--- src/rtl/mx_pkg.sv ---
package mx_pkg;

    // Number of populated pattern entries.
    localparam int unsigned TBL_N = 4;

    // Value used for any index outside the populated table.
    localparam logic [31:0] TBL_FALLBACK = 32'd111;

    // Pattern word for one table entry; address and write data share it.
    function automatic logic [31:0] tbl_word(input int unsigned i);
        logic [31:0] w;
        case (i)
            0:       w = 32'd20;
            1:       w = 32'd120;
            2:       w = 32'd30;
            3:       w = 32'd10;
            default: w = TBL_FALLBACK;
        endcase
        return w;
    endfunction

endpackage

--- src/rtl/mx_timebase.sv ---
module mx_timebase #(
    parameter int unsigned PH_W   = 8,
    parameter int unsigned IDX_W  = 2,
    parameter int unsigned REQ_ON  = 20,
    parameter int unsigned REQ_OFF = 118
) (
    input  logic             clk,
    input  logic             rst,
    output logic             rd_sel,
    output logic [IDX_W-1:0] idx,
    output logic             req,
    output logic             win_close,
    output logic             period_end
);
    localparam int unsigned CNT_W = 1 + IDX_W + PH_W;

    typedef struct packed {
        logic [CNT_W-1:0] cnt;
        logic             req;
    } tb_state_t;

    tb_state_t st_q, st_d;
    logic [PH_W-1:0] phase;

    assign phase = st_q.cnt[PH_W-1:0];

    always_comb begin
        st_d     = st_q;
        st_d.cnt = st_q.cnt + 1'b1;
        if (phase == PH_W'(REQ_ON))
            st_d.req = 1'b1;
        else if (phase == PH_W'(REQ_OFF))
            st_d.req = 1'b0;
    end

    always_ff @(posedge clk) begin
        if (rst) st_q <= '0;
        else     st_q <= st_d;
    end

    assign rd_sel     = st_q.cnt[CNT_W-1];
    assign idx        = st_q.cnt[PH_W +: IDX_W];
    assign req        = st_q.req;
    assign win_close  = st_q.req && (phase == PH_W'(REQ_OFF));
    assign period_end = &st_q.cnt;

    // window opens only after the opening phase
    p_req_rise_r2: assert property (@(posedge clk) disable iff (rst)
        $rose(st_q.req) |-> ($past(phase) == PH_W'(REQ_ON)));

    // window closes only after the closing phase
    p_req_fall_r2: assert property (@(posedge clk) disable iff (rst)
        $fell(st_q.req) |-> ($past(phase) == PH_W'(REQ_OFF)));

    // direction and index hold during an open window
    p_slot_stable_r1: assert property (@(posedge clk) disable iff (rst)
        (st_q.req && $past(st_q.req)) |-> ($stable(idx) && $stable(rd_sel)));

endmodule

--- src/rtl/mx_pattern.sv ---
module mx_pattern #(
    parameter int unsigned IDX_W  = 2,
    parameter int unsigned ADDR_W = 32,
    parameter int unsigned DATA_W = 32
) (
    input  logic [IDX_W-1:0]  idx,
    output logic [ADDR_W-1:0] addr,
    output logic [DATA_W-1:0] wdata,
    output logic [DATA_W-1:0] expect_word
);
    import mx_pkg::*;

    localparam int unsigned SLOTS = 1 << IDX_W;

    logic [31:0] tbl [SLOTS];

    for (genvar g = 0; g < SLOTS; g++) begin : g_tbl
        if (g < TBL_N) begin : g_fill
            assign tbl[g] = tbl_word(g);
        end else begin : g_pad
            assign tbl[g] = TBL_FALLBACK;
        end
    end

    assign addr        = ADDR_W'(tbl[idx]);
    assign wdata       = DATA_W'(tbl[idx]);
    assign expect_word = DATA_W'(tbl[idx]);

endmodule

--- src/rtl/mx_scoreboard.sv ---
module mx_scoreboard #(
    parameter int unsigned DATA_W = 32,
    parameter int unsigned ERR_W  = 8
) (
    input  logic              clk,
    input  logic              rst,
    input  logic              req,
    input  logic              rd_sel,
    input  logic              win_close,
    input  logic              period_end,
    input  logic              ready,
    input  logic [DATA_W-1:0] rdata,
    input  logic [DATA_W-1:0] expect_word,
    output logic [ERR_W-1:0]  err_cnt,
    output logic              fail,
    output logic              pass
);
    localparam logic [ERR_W-1:0] ERR_MAX = '1;

    typedef struct packed {
        logic             done;
        logic [ERR_W-1:0] err;
        logic             fail;
        logic             pass;
    } sb_state_t;

    sb_state_t sb_q, sb_d;
    logic rd_win, sample, timeout, bump;

    always_comb begin
        sb_d    = sb_q;
        rd_win  = req && rd_sel;
        sample  = rd_win && ready && !sb_q.done;
        timeout = rd_win && win_close && !sb_q.done && !ready;
        bump    = timeout || (sample && (rdata != expect_word));

        if (sample)
            sb_d.done = 1'b1;
        if (!req)
            sb_d.done = 1'b0;

        if (bump) begin
            sb_d.fail = 1'b1;
            if (sb_q.err != ERR_MAX)
                sb_d.err = sb_q.err + 1'b1;
        end

        if (period_end)
            sb_d.pass = (sb_d.err == '0) && !sb_d.fail;
        else
            sb_d.pass = sb_q.pass && !sb_d.fail;
    end

    always_ff @(posedge clk) begin
        if (rst) sb_q <= '0;
        else     sb_q <= sb_d;
    end

    assign err_cnt = sb_q.err;
    assign fail    = sb_q.fail;
    assign pass    = sb_q.pass;

    // the count only ever steps by one
    p_err_step_r4: assert property (@(posedge clk) disable iff (rst)
        (sb_q.err != $past(sb_q.err)) |-> (sb_q.err == ERR_W'($past(sb_q.err) + 1'b1)));

    // once a window has been judged, it adds nothing more
    p_once_per_window_r5: assert property (@(posedge clk) disable iff (rst)
        (sb_q.done && req) |=> $stable(sb_q.err));

    // write windows never touch the count
    p_write_ignored_r7: assert property (@(posedge clk) disable iff (rst)
        (req && !rd_sel) |=> $stable(sb_q.err));

    // saturated count stays saturated
    p_no_overflow_r8: assert property (@(posedge clk) disable iff (rst)
        (sb_q.err == ERR_MAX) |=> (sb_q.err == ERR_MAX));

    // fail is sticky, pass never coexists with errors
    p_fail_sticky_r9: assert property (@(posedge clk) disable iff (rst)
        sb_q.fail |=> sb_q.fail);

    p_pass_clean_r9: assert property (@(posedge clk) disable iff (rst)
        sb_q.pass |-> ((sb_q.err == '0) && !sb_q.fail));

endmodule

--- src/rtl/mem_exerciser.sv ---
module mem_exerciser #(
    parameter int unsigned ADDR_W  = 32,
    parameter int unsigned DATA_W  = 32,
    parameter int unsigned ERR_W   = 8,
    parameter int unsigned PH_W    = 8,
    parameter int unsigned IDX_W   = 2,
    parameter int unsigned REQ_ON  = 20,
    parameter int unsigned REQ_OFF = 118
) (
    input  logic              clk,
    input  logic              rst,
    output logic [ADDR_W-1:0] mem_addr_o,
    output logic [DATA_W-1:0] mem_wdata_o,
    output logic              mem_wr_o,
    output logic              mem_req_o,
    input  logic [DATA_W-1:0] mem_rdata_i,
    input  logic              mem_ready_i,
    output logic [ERR_W-1:0]  err_cnt_o,
    output logic              fail_o,
    output logic              pass_o
);
    logic             rd_sel, req, win_close, period_end;
    logic [IDX_W-1:0] idx;
    logic [DATA_W-1:0] expect_word;

    mx_timebase #(
        .PH_W(PH_W), .IDX_W(IDX_W), .REQ_ON(REQ_ON), .REQ_OFF(REQ_OFF)
    ) u_timebase (
        .clk(clk), .rst(rst), .rd_sel(rd_sel), .idx(idx), .req(req),
        .win_close(win_close), .period_end(period_end)
    );

    mx_pattern #(
        .IDX_W(IDX_W), .ADDR_W(ADDR_W), .DATA_W(DATA_W)
    ) u_pattern (
        .idx(idx), .addr(mem_addr_o), .wdata(mem_wdata_o), .expect_word(expect_word)
    );

    mx_scoreboard #(
        .DATA_W(DATA_W), .ERR_W(ERR_W)
    ) u_scoreboard (
        .clk(clk), .rst(rst), .req(req), .rd_sel(rd_sel), .win_close(win_close),
        .period_end(period_end), .ready(mem_ready_i), .rdata(mem_rdata_i),
        .expect_word(expect_word), .err_cnt(err_cnt_o), .fail(fail_o), .pass(pass_o)
    );

    assign mem_req_o = req;
    assign mem_wr_o  = !rd_sel;

    // nothing is requested in the cycle after reset
    p_reset_quiet_r10: assert property (@(posedge clk)
        $past(rst) |-> (!mem_req_o && (err_cnt_o == '0) && !fail_o && !pass_o));

endmodule

--- config.mk ---
export PLATFORM = sky130hd
export DESIGN_NAME = mem_exerciser
export DESIGN_NICKNAME = d
export VERILOG_FILES = /design/src/rtl/mx_pkg.sv /design/src/rtl/mx_timebase.sv /design/src/rtl/mx_pattern.sv /design/src/rtl/mx_scoreboard.sv /design/src/rtl/mem_exerciser.sv
export SDC_FILE = /design/constraint.sdc
export NUM_CORES = 1
export LEC_CHECK = 0
export BUFFER_PORTS_ARGS = -buffer_cell sky130_fd_sc_hd__buf_2
export CAP_MARGIN = 40
export CORE_ASPECT_RATIO = 0.7
export CORE_MARGIN = 2
export CORE_UTILIZATION = 44
export CTS_BUF_LIST = sky130_fd_sc_hd__clkbuf_16
export CTS_CLUSTER_SIZE = 14
export DETAILED_ROUTE_END_ITERATION = 7
export GPL_ROUTABILITY_DRIVEN = 0
export MAX_ROUTING_LAYER = met4
export PLACE_DENSITY = 0.81
export SETUP_SLACK_MARGIN = 0.3
export SYNTH_ARGS = -nofsm -noshare
export SYNTH_HDL_FRONTEND = slang
export SYNTH_SLANG_ARGS = --single-unit
--- constraint.sdc ---
create_clock -name clk -period 3.1 [get_ports clk]
set_input_delay 0.31 -clock clk [delete_from_list [all_inputs] [get_ports clk]]
set_output_delay 0.31 -clock clk [all_outputs]
set_load 0.02 [all_outputs]
==> qor.json, run 1 <==
{
  "layout.core_utilization": {"value": 0.492},
  "slew_violations": {"value": 0},
  "grt_start_max_net_pins": {"value": 24},
  "standard_cell_core_area": {"value": 3970, "unit": "um^2"},
  "dieHeight": {"value": 58.3, "unit": "um"},
  "clockBufferDepth": {"value": 2},
  "dp_slack": {"value": 293, "unit": "ps"},
  "fin_hold_ws": {"value": 396, "unit": "ps"},
  "power.density": {"value": 346, "unit": "nW/um^2"},
  "finish.cell_count_without_fillers": {"value": 322},
  "postRouteWirelength": {"value": 3.65, "unit": "mm"},
  "die_x": {"value": 81.5, "unit": "um"},
  "crit_path_max_fanout": {"value": 5},
  "syn_to_final_growth": {"value": 5.47, "unit": "%"},
  "min_path_cells": {"value": 3},
  "finalWorstPathRequiredPeriod": {"value": 2640, "unit": "ps"},
  "met3RoutedLength": {"value": 403, "unit": "um"},
  "setup_crit_path_kind": {"value": "reg2reg"},
  "r2r-end": {"value": "u_scoreboard.pass"},
  "layout-drive-gt1-share": {"value": 0.281},
  "yosys.cell_types.count": {"value": 49},
  "layout.area.seq": {"value": 463, "unit": "um^2"},
  "worst_ir_drop_vdd": {"value": 0.192, "unit": "mV"},
  "wl_met1": {"value": 1.47, "unit": "mm"},
  "yosysWarningCount": {"value": 0},
  "cp.required": {"value": 3260, "unit": "ps"},
  "finalHoldViolations": {"value": 0},
  "diodes": {"value": 0},
  "start_util": {"value": 0.466},
  "hold_wc_startpoint": {"value": "mem_ready_i"},
  "via_count": {"value": 1448},
  "rsz0062_at_grt": {"value": "false"},
  "clkTransAtPathRegs": {"value": 60, "unit": "ps"},
  "core.rowCount": {"value": 19},
  "area_of_the_die": {"value": 4750, "unit": "um^2"},
  "grt_first_pass_wirelength": {"value": 5.25, "unit": "mm"},
  "multi_input_comb_area": {"value": 1020, "unit": "um^2"},
  "h_tree_depth": {"value": 1},
  "synth_top_cells_by_count": {"value": "buf_4 (68), nor2_1 (29), dfxtp_1 (23), nand2_1 (12), nand3_1 (10)"},
  "crit_path_start_kind": {"value": "register"},
  "finish.net_count": {"value": 310},
  "drcViolationCount": {"value": 0},
  "synth_top_cell_area_share": {"value": 0.276},
  "syn_avg_cell_area": {"value": 8.02, "unit": "um^2"},
  "cts_inserted_buffers": {"value": 3},
  "hold_path_end": {"value": "u_scoreboard.sb_q[10]"},
  "floorplan.io_pins": {"value": 111},
  "cts.sinks": {"value": 23},
  "ys_ff_latch": {"value": 23},
  "worst_r2r_path_depth": {"value": 8},
  "finalSetupTns": {"value": 0, "unit": "ps"},
  "antenna_left": {"value": 0},
  "grt_pass1_vias": {"value": 1217},
  "clock_insertion_delay_worst_skew": {"value": 260, "unit": "ps"},
  "overflow": {"value": 0},
  "worstHoldPathType": {"value": "in2reg"},
  "synth_enable_flop_cells": {"value": 0},
  "fmaxAchievable": {"value": 379, "unit": "MHz"},
  "synth_top_flop_cell": {"value": "dfxtp_1"},
  "fillerInstances": {"value": 394},
  "post-dp-hpwl": {"value": 2.83, "unit": "mm"},
  "power.static_leakage": {"value": 0.912, "unit": "nW"},
  "drt-vias-per-instance": {"value": 4.50},
  "power.total": {"value": 0.676, "unit": "mW"},
  "final.period_utilization": {"value": 0.851},
  "skew": {"value": 4.11, "unit": "ps"},
  "cell_with_the_most_instances_after_synthesis": {"value": "buf_4"},
  "syn-instance-count": {"value": 231},
  "final_cell_area": {"value": 1950, "unit": "um^2"},
  "synth_area_leaders": {"value": "buf_4 (28%), dfxtp_1 (25%), nor2_1 (5.9%)"},
  "tritoncts": {"value": "done"},
  "post_detailed_placement_cell_area": {"value": 1850, "unit": "um^2"},
  "cts_root_buf": {"value": "clkbuf_16"},
  "outcome": {"value": "finished, final reports clean"},
  "timing.final.setup_violations": {"value": 0},
  "detail_route.first_pass.iterations": {"value": 4},
  "rrSetupSlack": {"value": 460, "unit": "ps"},
  "detailedRoute.firstIterationViolations": {"value": 73},
  "postSynth.asyncResetShare": {"value": 0},
  "reg2reg_from": {"value": "u_timebase.phase[3]"},
  "synth_area_leader_cell": {"value": "buf_4"},
  "grt_antenna_before_repair": {"value": 0},
  "route.met2.wl": {"value": 1.76, "unit": "mm"},
  "yosysSeqAreaShare": {"value": 0.249},
  "top_layer_used": {"value": "met4"},
  "track_usage": {"value": 0.148},
  "endpoint_class_of_the_critical_path": {"value": "register"},
  "post_syn_area": {"value": 1850, "unit": "um^2"},
  "post_drt_wl_per_cell": {"value": 11.3, "unit": "um"},
  "arrival": {"value": 2800, "unit": "ps"},
  "dp.cells": {"value": 317},
  "io_buffers": {"value": 58},
  "postLayoutSetupSlackWorst": {"value": 461, "unit": "ps"},
  "max_cap_violations": {"value": 0}
}
-- how the worst max path moves through the flow --
stage	start	end	cells past startpoint
CTS	u_timebase.phase[2]	u_scoreboard.pass	8
global route	u_timebase.phase[7]	u_scoreboard.pass	8
finish	u_timebase.phase[3]	u_scoreboard.pass	8
floorplan	u_timebase.phase[2]	u_scoreboard.pass	8
global placement	mem_rdata_i[7]	u_scoreboard.pass	9
detailed placement	mem_rdata_i[7]	u_scoreboard.pass	9
-- final cells by class --
class / count / share of cell area
timing repair buffer: 59 / 0.152
multi-input combinational: 176 / 0.521
clock buffer: 3 / 0.0384
clock inverter: 1 / 0.00192
sequential: 23 / 0.237
inverter: 8 / 0.0154
tap: 52 / 0.0333
-- state kept, by name (all words and copies together), names as in the netlist --
signal and cells:
u_timebase.req 1, u_scoreboard.pass 1, u_scoreboard.err_cnt 8, u_timebase.idx 2, u_timebase.rd_sel 1, u_scoreboard.sb_q 1
u_scoreboard.fail 1, u_timebase.phase 8
-- worst max-delay path: stages (launching register included) --
cell	delay, ps
dfxtp_1	350
and4bb_1	290
nand4_1	140
a2111o_1	460
a211oi_2	240
mux2_2	380
a221oi_2	180
nand4b_1	140
a2111oi_2	350
-- power breakdown --
part	switching [mW]	internal, mW	leakage (nW)
clock	0.103	0.172	0.0423
sequential	0.00426	0.299	0.187
combinational	0.0749	0.0232	0.683
-- placed cells by master (no fill, tap or decap), drive strengths merged, types with 2 or more instances in the layout --
master,count
nand3,10
ha,4
nor2b,2
nor3b,2
xor2,6
a21oi,5
nand4,6
or3,3
nor3,3
buf,59
nor2,29
o31ai,2
and4,2
clkbuf,3
inv,9
and3,3
mux2i,2
conb,52
nand2,12
xnor2,8
dfxtp,23
nor4,6
-- what timing repair did --
action,in CTS,in global routing
setup buffers,0,1
endpoints found under the hold margin,0,0
setup endpoints to repair,0,1
hold buffers,0,0
resized for setup,0,4
-- cell families (layout without fill, tap and decap cells) --
| group | count (synthesis) | after routing | share of synthesized area |
|---|---|---|---|
| buffers and inverters | 83 | 71 | 0.312 |
| adders and majority gates | 4 | 4 | 0.0270 |
| muxes | 3 | 3 | 0.0169 |
| and+or+nand+nor | 86 | 86 | 0.243 |
| DFF | 23 | 23 | 0.249 |
| other | 1 | 52 | 0.00203 |
| xor gates and xnor gates | 14 | 14 | 0.0662 |
| AOI/OAI and AO/OA | 17 | 17 | 0.0845 |
-- per-layer routing --
layer / up-vias / GRT usage
li1: 736 / -
met3: 2 / 0.0483
met5: - / -
met4: 0 / 0.0291
met1: 641 / 0.172
met2: 69 / 0.253
Power figures use the tool's default switching activity.
==> run 2: changes to the inputs <==
- CORE_MARGIN: 2 -> 3
- REMOVE_ABC_BUFFERS: default -> 1
- SLEW_MARGIN: default -> 20
==> run 2 against run 1 <==
Compared with the run above:
- critical path depth unchanged
- fmax up 0.68%
- first-iteration DRC count up 27%
- hold slack worse by 16 ps
- cell area up 1.6%
- non-clock buffer count up 4
- worst setup slack better by 18 ps
==> qor.json, run 2 (synthesized netlist as in run 1, its figures left out) <==
{
  "finalSetupTns": {"value": 0, "unit": "ps", "change": "unchanged"},
  "endpoint_class_of_the_critical_path": {"value": "register"},
  "cp.required": {"value": 3250, "unit": "ps", "change": "about the same"},
  "standard_cell_core_area": {"value": 3990, "unit": "um^2", "change": "+0.60%"},
  "final.period_utilization": {"value": 0.845, "change": "-0.00577"},
  "antenna_left": {"value": 0, "change": "unchanged"},
  "die_x": {"value": 83.5, "unit": "um", "change": "+2.5%"},
  "core.rowCount": {"value": 19, "change": "unchanged"},
  "cts_inserted_buffers": {"value": 3, "change": "unchanged"},
  "critPathTopFamily": {"value": "compound AO/OA/AOI/OAI gates"},
  "post-dp-hpwl": {"value": 2.92, "unit": "mm", "change": "+3.3%"},
  "outcome": {"value": "finished, final reports clean"},
  "startpoint": {"value": "u_timebase.phase[7]"},
  "layout-drive-gt1-share": {"value": 0.296, "change": "+0.0141"},
  "fmaxAchievable": {"value": 382, "unit": "MHz", "change": "+0.68%"},
  "depth_of_the_critical_timing_path_with_buffers_and_inverters_included": {"value": 8, "change": "unchanged"},
  "rsz0062_at_grt": {"value": "false"},
  "worst_r2r_path_depth": {"value": 8, "change": "unchanged"},
  "finish.net_count": {"value": 314, "change": "+1.3%"},
  "cts_root_buf": {"value": "clkbuf_16"},
  "r2r-end": {"value": "u_scoreboard.pass"},
  "power.static_leakage": {"value": 0.933, "unit": "nW", "change": "+2.2%"},
  "worstPathBufferInverterCount": {"value": 0, "change": "unchanged"},
  "worstHoldPathType": {"value": "in2reg"},
  "worst_path_largest_cell_delay": {"value": 470, "unit": "ps", "change": "about the same"},
  "crit_path_start_kind": {"value": "register"},
  "detailedRoute.firstIterationViolations": {"value": 93, "change": "+27%"},
  "hold_buffers": {"value": 0, "change": "unchanged"},
  "rrSetupSlack": {"value": 480, "unit": "ps", "change": "+20 ps"},
  "timing.critical_path.to": {"value": "u_scoreboard.pass"},
  "grt_pass1_vias": {"value": 1220, "change": "+0.25%"},
  "reg2reg_from": {"value": "u_timebase.phase[7]"},
  "overflow": {"value": 0, "change": "unchanged"},
  "setup_crit_path_kind": {"value": "reg2reg"},
  "timing.final.setup_violations": {"value": 0, "change": "unchanged"},
  "most_common_cell_after_layout_fill_and_taps_aside": {"value": "buf_2"},
  "power.density": {"value": 345, "unit": "nW/um^2", "change": "-0.50%"},
  "dieHeight": {"value": 60.3, "unit": "um", "change": "+3.4%"},
  "start_util": {"value": 0.464, "change": "-0.00278"},
  "via_count": {"value": 1528, "change": "+5.5%"},
  "postRouteWirelength": {"value": 3.78, "unit": "mm", "change": "+3.7%"},
  "finalWorstPathRequiredPeriod": {"value": 2620, "unit": "ps", "change": "-17.9 ps"},
  "fin_hold_ws": {"value": 379, "unit": "ps", "change": "-16.4 ps"},
  "tritoncts": {"value": "done"},
  "area_of_the_die": {"value": 5040, "unit": "um^2", "change": "+6.0%"},
  "cts.sinks": {"value": 23, "change": "unchanged"},
  "timing.critical_path.cells": {"value": "and4bb_1, nand4_1, a2111o_1, a211oi_2, mux2_2, a221oi_2, nand4b_1, a2111oi_2"},
  "clkTransAtPathRegs": {"value": 60, "unit": "ps", "change": "about the same"},
  "detail_route.first_pass.iterations": {"value": 4, "change": "unchanged"},
  "floorplan.io_pins": {"value": 111, "change": "unchanged"},
  "slew_violations": {"value": 0, "change": "unchanged"},
  "grt_first_pass_wirelength": {"value": 5.73, "unit": "mm", "change": "+9.1%"},
  "h_tree_depth": {"value": 1, "change": "unchanged"},
  "track_usage": {"value": 0.147, "change": "-0.00126"},
  "drcViolationCount": {"value": 0, "change": "unchanged"},
  "arrival": {"value": 2770, "unit": "ps", "change": "-30 ps"},
  "finalHoldViolations": {"value": 0, "change": "unchanged"},
  "clockBufferDepth": {"value": 2, "change": "unchanged"},
  "grt_antenna_before_repair": {"value": 0, "change": "unchanged"},
  "mostFrequentLayoutCells": {"value": "buf_2 (58), conb_1 (52), nor2_1 (29)"},
  "crit_path_top_delay_cell": {"value": "a2111o_1"},
  "crit_path_max_fanout": {"value": 3, "change": "-2"},
  "diodes": {"value": 0, "change": "unchanged"},
  "clock_insertion_delay_worst_skew": {"value": 260, "unit": "ps", "change": "about the same"},
  "grt_start_max_net_pins": {"value": 24, "change": "unchanged"},
  "worst_ir_drop_vdd": {"value": 0.241, "unit": "mV", "change": "+25%"},
  "skew": {"value": 1.17, "unit": "ps", "change": "-2.94 ps"},
  "syn_to_final_growth": {"value": 7.16, "unit": "%"},
  "post_drt_wl_per_cell": {"value": 11.6, "unit": "um", "change": "+2.5%"},
  "drt-vias-per-instance": {"value": 4.69, "change": "+4.2%"},
  "max_cap_violations": {"value": 0, "change": "unchanged"},
  "io_buffers": {"value": 58, "change": "unchanged"}
}
==> run 2: power breakdown <==
part / switching (mW) / internal, mW
logic: 0.0760 / 0.0235
registers: 0.00440 / 0.299
clock network: 0.107 / 0.174
total: 0.188 / 0.496
==> run 2: through the flow <==
step / instance area, um^2 / std cells / util / total power, mW / setup slack [ps]
3_5_place_dp: 1860 / 318 / 0.465 / 0.407 / 257
6_report: 1980 / 326 / 0.497 / 0.684 / 479
4_1_cts: 1940 / 322 / 0.487 / 0.685 / 348
5_1_grt: 1980 / 326 / 0.497 / 0.718 / 356
2_1_floorplan: 1500 / 207 / - / 0.377 / 386
3_3_place_gp: 1860 / 318 / 0.465 / 0.406 / 396
==> run 2: how the worst min path moves through the flow <==
stage                                   start  slack (ps)  cells past startpoint                     to
final                             mem_ready_i         380                      3  u_scoreboard.sb_q[10]
after global routing              mem_ready_i         400                      3  u_scoreboard.sb_q[10]
after CTS                         mem_ready_i         380                      3  u_scoreboard.sb_q[10]
after detailed placement  u_timebase.phase[0]         470                      1    u_timebase.phase[0]
after global placement    u_timebase.phase[0]         460                      1    u_timebase.phase[0]
after floorplan                           rst         380                      1    u_timebase.phase[0]
==> run 2: final cells by class <==
| class | count | area, um^2 |
|---|---|---|
| inverters | 8 | 30.0 |
| clock buffers | 3 | 75.1 |
| fillers | 374 | 2010 |
| clock inverters | 1 | 5.00 |
| multi-input cells | 176 | 1020 |
| repair buffers | 63 | 328 |
| well taps | 52 | 65.1 |
| flip-flops and latches | 23 | 463 |
==> run 2: worst register-to-register path, stage by stage (launching register included) <==
cell	delay, ps
dfxtp_1	340
and4bb_1	300
nand4_1	160
a2111o_1	470
a211oi_2	240
mux2_2	380
a221oi_2	160
nand4b_1	130
a2111oi_2	330
==> run 2: per-layer routing <==
layer / routed length, um / GRT usage
met1: 1580 / 0.170
met2: 1810 / 0.249
met3: 344 / 0.0413
met4: 44 / 0.0550
met5: 0 / -
==> run 2: timing repair <==
item,CTS,global route
pin swaps,0,2
gates resized for setup,1,3
endpoints found under the setup margin,1,1
buffers inserted,0,4
